`src/rtl/tgt_ptr_unit.sv`:
```
module tgt_ptr_unit (
  input  logic        clk,
  input  logic        rst_n,
  input  logic        match_evt,
  input  logic [1:0]  match_idx,
  input  logic        bus_stop,
  input  logic        byte_done,
  input  logic        dir_rd,
  input  logic [7:0]  rx_byte,
  input  logic [11:0] base_page,
  input  logic [3:0]  roll_en,
  input  logic        sw_wr,
  input  logic [1:0]  sw_addr,
  input  logic [15:0] sw_wdata,
  output logic [15:0] sw_rdata,
  output logic [3:0]  tx_page,
  output logic [10:0] mem_loc
);
  localparam int NTGT = 4;
  localparam int PW   = 3;
  localparam int AW   = 8;

  logic [7:0]        sel_q;
  logic [PW+AW-1:0]  cur_q, rd_q;
  logic [AW-1:0]     cap_q;
  logic              act_q, pend_q;
  logic [PW-1:0]     pg [NTGT];

  for (genvar i = 0; i < NTGT; i++) begin : g_pg
    assign pg[i] = base_page[PW*i +: PW];
  end

  wire [1:0]    aidx   = sel_q[1:0];
  wire [3:0]    cap_en = sel_q[7:4];
  wire [PW-1:0] act_pg = pg[aidx];
  wire          roll   = roll_en[aidx];
  wire          hw_byte = byte_done & act_q;
  wire          do_cap  = hw_byte & pend_q & ~dir_rd;
  wire          wr_sel  = sw_wr && (sw_addr == 2'd0);
  wire          wr_cur  = sw_wr && (sw_addr == 2'd1);
  wire          wr_rd   = sw_wr && (sw_addr == 2'd2);

  function automatic logic [AW-1:0] bump(input logic [AW-1:0] a, input logic r);
    if (a == {AW{1'b1}}) bump = r ? '0 : a;
    else                 bump = a + 1'b1;
  endfunction

  always_ff @(posedge clk) begin
    if (!rst_n)             sel_q <= '0;
    else if (wr_sel)        sel_q <= sw_wdata[7:0];
    else if (match_evt)     sel_q[3:0] <= {2'b00, match_idx};
  end

  always_ff @(posedge clk) begin
    if (!rst_n) begin
      act_q  <= 1'b0;
      pend_q <= 1'b0;
    end else if (match_evt) begin
      act_q  <= 1'b1;
      pend_q <= cap_en[match_idx];
    end else if (bus_stop) begin
      act_q  <= 1'b0;
      pend_q <= 1'b0;
    end else if (hw_byte) begin
      pend_q <= 1'b0;
    end
  end

  always_ff @(posedge clk) begin
    if (!rst_n)      cap_q <= '0;
    else if (do_cap) cap_q <= rx_byte;
  end

  always_ff @(posedge clk) begin
    if (!rst_n)         cur_q <= '0;
    else if (wr_cur)    cur_q <= sw_wdata[PW+AW-1:0];
    else if (match_evt) cur_q[PW+AW-1:AW] <= pg[match_idx];
    else if (do_cap)    cur_q <= {act_pg, rx_byte};
    else if (hw_byte)   cur_q[AW-1:0] <= bump(cur_q[AW-1:0], roll);
  end

  always_ff @(posedge clk) begin
    if (!rst_n)                rd_q <= '0;
    else if (wr_rd)            rd_q <= (sw_wdata == 16'h0000) ? {act_pg, cap_q} : sw_wdata[PW+AW-1:0];
    else if (hw_byte && dir_rd) rd_q[AW-1:0] <= bump(rd_q[AW-1:0], roll);
  end

  always_comb begin
    case (sw_addr)
      2'd0:    sw_rdata = {8'h00, sel_q};
      2'd1:    sw_rdata = {5'b0, cur_q};
      2'd2:    sw_rdata = {5'b0, rd_q};
      default: sw_rdata = 16'h0000;
    endcase
  end

  assign tx_page = sel_q[3:0];
  assign mem_loc = cur_q;
endmodule


```
`config.mk`:
```
export PLATFORM = sky130hd
export DESIGN_NAME = tgt_ptr_unit
export DESIGN_NICKNAME = d
export VERILOG_FILES = /design/src/rtl/tgt_ptr_unit.sv
export SDC_FILE = /design/constraint.sdc
export NUM_CORES = 1
export LEC_CHECK = 0
export BUFFER_PORTS_ARGS = -buffer_cell sky130_fd_sc_hd__buf_4
export CORE_UTILIZATION = 52
export CTS_CLUSTER_DIAMETER = 40
export CTS_CLUSTER_SIZE = 12
export DETAILED_ROUTE_END_ITERATION = 10
export PLACE_DENSITY_LB_ADDON = 0.15
export SYNTH_ARGS = -nofsm -noshare
export SYNTH_HDL_FRONTEND = slang
export SYNTH_SLANG_ARGS = --single-unit
```
`constraint.sdc`:
```
create_clock -name clk -period 2.5 [get_ports clk]
set_input_delay 0.5 -clock clk [delete_from_list [all_inputs] [get_ports clk]]
set_output_delay 0.5 -clock clk [all_outputs]
set_load 0.005 [all_outputs]
```
==> impl_metrics.prom <==
# TYPE chip_impl_metric gauge
chip_impl_info{name="run_status",value="complete, no violations"} 1
chip_impl_metric{name="power.density",unit="nW/µm²"} 436
chip_impl_metric{name="final_layout_size_suffix_gt1_share",unit="%"} 29.2
chip_impl_metric{name="worst_pin_slew",unit="ns"} 0.698
chip_impl_metric{name="part_of_the_yosys_area_used_for_sequential_elements",unit="%"} 29.8
chip_impl_metric{name="max_freq",unit="MHz"} 459
chip_impl_metric{name="drt-wirelength-per-cell",unit="µm"} 17.7
chip_impl_info{name="worstHoldEndpoint",value="cap_q[6]$_SDFFE_PN0P_"} 1
chip_impl_metric{name="vdd_drop_max",unit="V"} 0.000289
chip_impl_metric{name="hold-path-cell-count",unit=""} 3
chip_impl_metric{name="clock_skew",unit="ns"} 0.00433
chip_impl_metric{name="fin_nets",unit=""} 440
chip_impl_metric{name="met2_layer_wire_length_in_the_routed_design",unit="µm"} 3960
chip_impl_metric{name="core_region_area",unit="µm²"} 4850
chip_impl_metric{name="finalCritPeriodShare",unit="%"} 87.2
chip_impl_info{name="setup.worst_path.start_class",value="register"} 1
chip_impl_metric{name="critPathMaxStageDelay",unit="ns"} 0.57
chip_impl_metric{name="critPathArrivalTime",unit="ns"} 2.38
chip_impl_info{name="crit_slowest_cell",value="mux4_2"} 1
chip_impl_metric{name="final_cells",unit=""} 454
chip_impl_info{name="min_from",value="rx_byte[6]"} 1
chip_impl_metric{name="post-place-cells",unit=""} 447
chip_impl_metric{name="initial_utilization",unit="%"} 55.4
chip_impl_info{name="synth_area_leaders",value="dfxtp_1 (30%), nand2_1 (8.4%), mux2i_1 (5.6%)"} 1
chip_impl_info{name="synth_top_flop_cell",value="dfxtp_1"} 1
chip_impl_metric{name="floorplan.io_pins",unit=""} 82
chip_impl_info{name="cpLargestDelayFamily",value="simple AND/OR/NAND/NOR gates"} 1
chip_impl_metric{name="h-tree-depth",unit=""} 2
chip_impl_metric{name="synthDominantCellAreaShare",unit="%"} 29.8
chip_impl_metric{name="floorplan.rows",unit=""} 25
chip_impl_metric{name="antenna_diode_count",unit=""} 0
chip_impl_info{name="cell_breakdown_of_the_critical_path",value="mux4_2 > or4_4 > nand2_2 > a311oi_1 > o32ai_1"} 1
chip_impl_metric{name="design.die.area",unit="µm²"} 5460
chip_impl_metric{name="place.detailed.hpwl",unit="µm"} 6040
chip_impl_metric{name="postSynthCellCount",unit=""} 319
chip_impl_metric{name="ys_warn_count",unit=""} 0
chip_impl_metric{name="cts.hold.buffers_added",unit=""} 0
chip_impl_info{name="worst_setup_path_end_kind",value="register"} 1
chip_impl_metric{name="grtUsageTotal",unit="%"} 30.8
chip_impl_info{name="critPathKind",value="reg -> reg"} 1
chip_impl_metric{name="placer_s_final_routability_congestion_estimate",unit=""} 0.955
chip_impl_metric{name="post_synthesis_area_per_instance",unit="µm²"} 8.42
chip_impl_metric{name="slew_violations",unit=""} 0
chip_impl_metric{name="maximum_number_of_pins_on_one_net_before_global_route_repair",unit=""} 48
chip_impl_metric{name="worst_slew_margin_rel",unit="%"} 53.5
chip_impl_info{name="min-delay-path-class",value="in -> reg"} 1
chip_impl_metric{name="ff2ff_setup_slack",unit="ns"} 0.32
chip_impl_info{name="rsz0062_at_grt",value="false"} 1
chip_impl_metric{name="largest_driver_fanout_on_the_critical_path",unit=""} 11
chip_impl_metric{name="cp_data_required_time",unit="ns"} 2.70
chip_impl_info{name="tritoncts",value="built"} 1
chip_impl_metric{name="synth.cell_area",unit="µm²"} 2690
chip_impl_metric{name="final-setup-viol-count",unit=""} 0
chip_impl_metric{name="met3_length",unit="µm"} 649
chip_impl_metric{name="globalRouteOverflowTotal",unit=""} 0
chip_impl_metric{name="synth.lib_cells_used.distinct",unit=""} 59
chip_impl_metric{name="synth-async-reset-ratio",unit="%"} 0
chip_impl_metric{name="ys_seq_elements",unit=""} 40
chip_impl_metric{name="detail_routed_via_count_per_cell",unit=""} 6.19
chip_impl_metric{name="wirelength",unit="µm"} 8040
chip_impl_metric{name="clkSlewWorstSetupHoldPaths",unit="ns"} 0.08
chip_impl_metric{name="ff2ff_path_depth",unit=""} 5
chip_impl_metric{name="firstDrtPassIters",unit=""} 5
chip_impl_metric{name="antenna_found_initial",unit=""} 0
chip_impl_metric{name="num_vias",unit=""} 2809
chip_impl_metric{name="max-cap-violations",unit=""} 0
chip_impl_metric{name="syn2layout_area_growth",unit="%"} 24.3
chip_impl_metric{name="worstSkewPairLatency",unit="ns"} 0.29
chip_impl_info{name="clock_tree.root_cell",value="clkbuf_8"} 1
chip_impl_metric{name="cp.depth",unit=""} 5
chip_impl_info{name="highest_layer",value="met4"} 1
chip_impl_metric{name="remaining_drc_errors",unit=""} 0
chip_impl_metric{name="synth-edff-count",unit=""} 0
chip_impl_metric{name="postRouteAntennaNets",unit=""} 0
chip_impl_metric{name="period_minus_slack",unit="ns"} 2.18
chip_impl_metric{name="floorplan.die.height",unit="µm"} 73.9
chip_impl_metric{name="cts_setup_buffers",unit=""} 0
chip_impl_metric{name="placement.io_buffers",unit=""} 76
chip_impl_metric{name="met1Wirelength",unit="µm"} 3240
chip_impl_metric{name="clock_sinks",unit=""} 40
chip_impl_metric{name="timing.final.hold_violations",unit=""} 0
chip_impl_metric{name="via_count_of_the_first_global_routing_pass",unit=""} 2495
chip_impl_info{name="regToRegEndpoint",value="mem_loc[7]$_SDFFE_PN0P_"} 1
chip_impl_metric{name="cts_inserted_buffers",unit=""} 5
chip_impl_info{name="crit-reg2reg-launch",value="sel_q[0]$_SDFFE_PN0P_"} 1
chip_impl_metric{name="post_cts.resized_instances",unit=""} 0
chip_impl_metric{name="grt_pass1_wl",unit="µm"} 12400
chip_impl_info{name="most_common_cell_in_the_synthesized_netlist",value="nand2_1"} 1
chip_impl_info{name="synthDominantAreaCellType",value="dfxtp_1"} 1
chip_impl_metric{name="floorplan.die.width",unit="µm"} 73.9
chip_impl_info{name="synth_commonest_cells",value="nand2_1 (60), dfxtp_1 (40), a21oi_1 (21), o21ai_0 (21), a21boi_0 (17)"} 1
chip_impl_metric{name="worstPathBufferInverterCount",unit=""} 0
chip_impl_metric{name="cts_max_path_buffers",unit=""} 2
chip_impl_metric{name="timing.setup.tns",unit="ns"} 0
chip_impl_metric{name="drt_iter0_markers",unit=""} 256
chip_impl_metric{name="leakagePower",unit="µW"} 0.00137
state kept, by name (all words and copies together) (netlist names):
| name | flops |
|---|---|
| act_q | 1 |
| mem_loc | 11 |
| cap_q | 8 |
| rd_q | 11 |
| sel_q | 8 |
| pend_q | 1 |
power breakdown:
part           internal [µW]  switching (µW)
Clock                    246             221
Combinational            159             140
Sequential               662            29.4
Total                   1070             390
how the worst max path moves through the flow:
stage	end	slack, ns	start
after global routing	rd_q[3]$_SDFFE_PN0P_	0.23	sel_q[0]$_SDFFE_PN0P_
after global placement	mem_loc[7]$_SDFFE_PN0P_	0.21	roll_en[3]
after detailed placement	mem_loc[4]$_SDFFE_PN0P_	0.17	roll_en[3]
after CTS	mem_loc[7]$_SDFFE_PN0P_	0.33	sel_q[0]$_SDFFE_PN0P_
after floorplan	mem_loc[4]$_SDFFE_PN0P_	0.44	roll_en[3]
final	mem_loc[7]$_SDFFE_PN0P_	0.32	sel_q[0]$_SDFFE_PN0P_
per-stage QoR:
step / cell area, µm² / utilization [%] / hold slack (ns) / worst slack (ns) / power (µW)
2_1_floorplan: 2700 / - / 0.444 / 0.443 / 858
5_1_grt: 3340 / 68.9 / 0.471 / 0.231 / 1510
6_report: 3340 / 68.9 / 0.471 / 0.320 / 1460
3_5_place_dp: 3240 / 66.9 / 0.465 / 0.166 / 999
4_1_cts: 3340 / 68.9 / 0.467 / 0.332 / 1460
3_3_place_gp: 3240 / 66.9 / 0.455 / 0.211 / 993
final cells by class:
cell class	instances	area (µm²)
clock buffers	7	96.3
fillers	425	1510
inverters	1	3.75
multi-input cells	250	1690
flip-flops and latches	40	801
well taps	67	83.8
repair buffers	89	668
cell families after synthesis:
group / share of synthesized area, %
AND/OR/NAND/NOR: 21.8
other: 0.140
AO/OA/AOI/OAI: 23.9
XOR/XNOR: 2.28
adder cells (fa/ha/maj): 0.931
multiplexers: 13.1
buffers and inverters: 8.01
flip-flops: 29.8
placed cells by master, fill, tap and decap left out, drive strengths merged, types with 2 or more instances in the layout:
cell	Yosys	layout
a211o	5	5
a21boi	17	17
a21oi	21	21
a22o	3	3
and2	2	2
and4	2	2
buf	14	89
clkbuf	18	7
conb	1	5
dfxtp	40	40
ha	2	2
mux2i	15	15
mux4	8	8
nand2	61	61
nand3	13	13
nand3b	2	2
nand4	9	9
nor2	11	11
nor2b	4	4
nor3	2	2
nor4	5	5
o211a	5	5
o211ai	4	4
o21ai	21	21
o221ai	2	2
o32ai	3	3
xor2	6	6
metal layers:
metal	up-vias	global-route usage, %
li1	1306	-
met1	1331	39.1
met2	148	52.2
met3	24	4.94
met4	0	11.5
met5	-	0
worst reg2reg max path, stage by stage (launching register included):
cell and delay [ns]:
dfxtp_1 0.39, mux4_2 0.57, or4_4 0.54, nand2_2 0.24, a311oi_1 0.08, o32ai_1 0.27
Power figures use the tool's default switching activity.
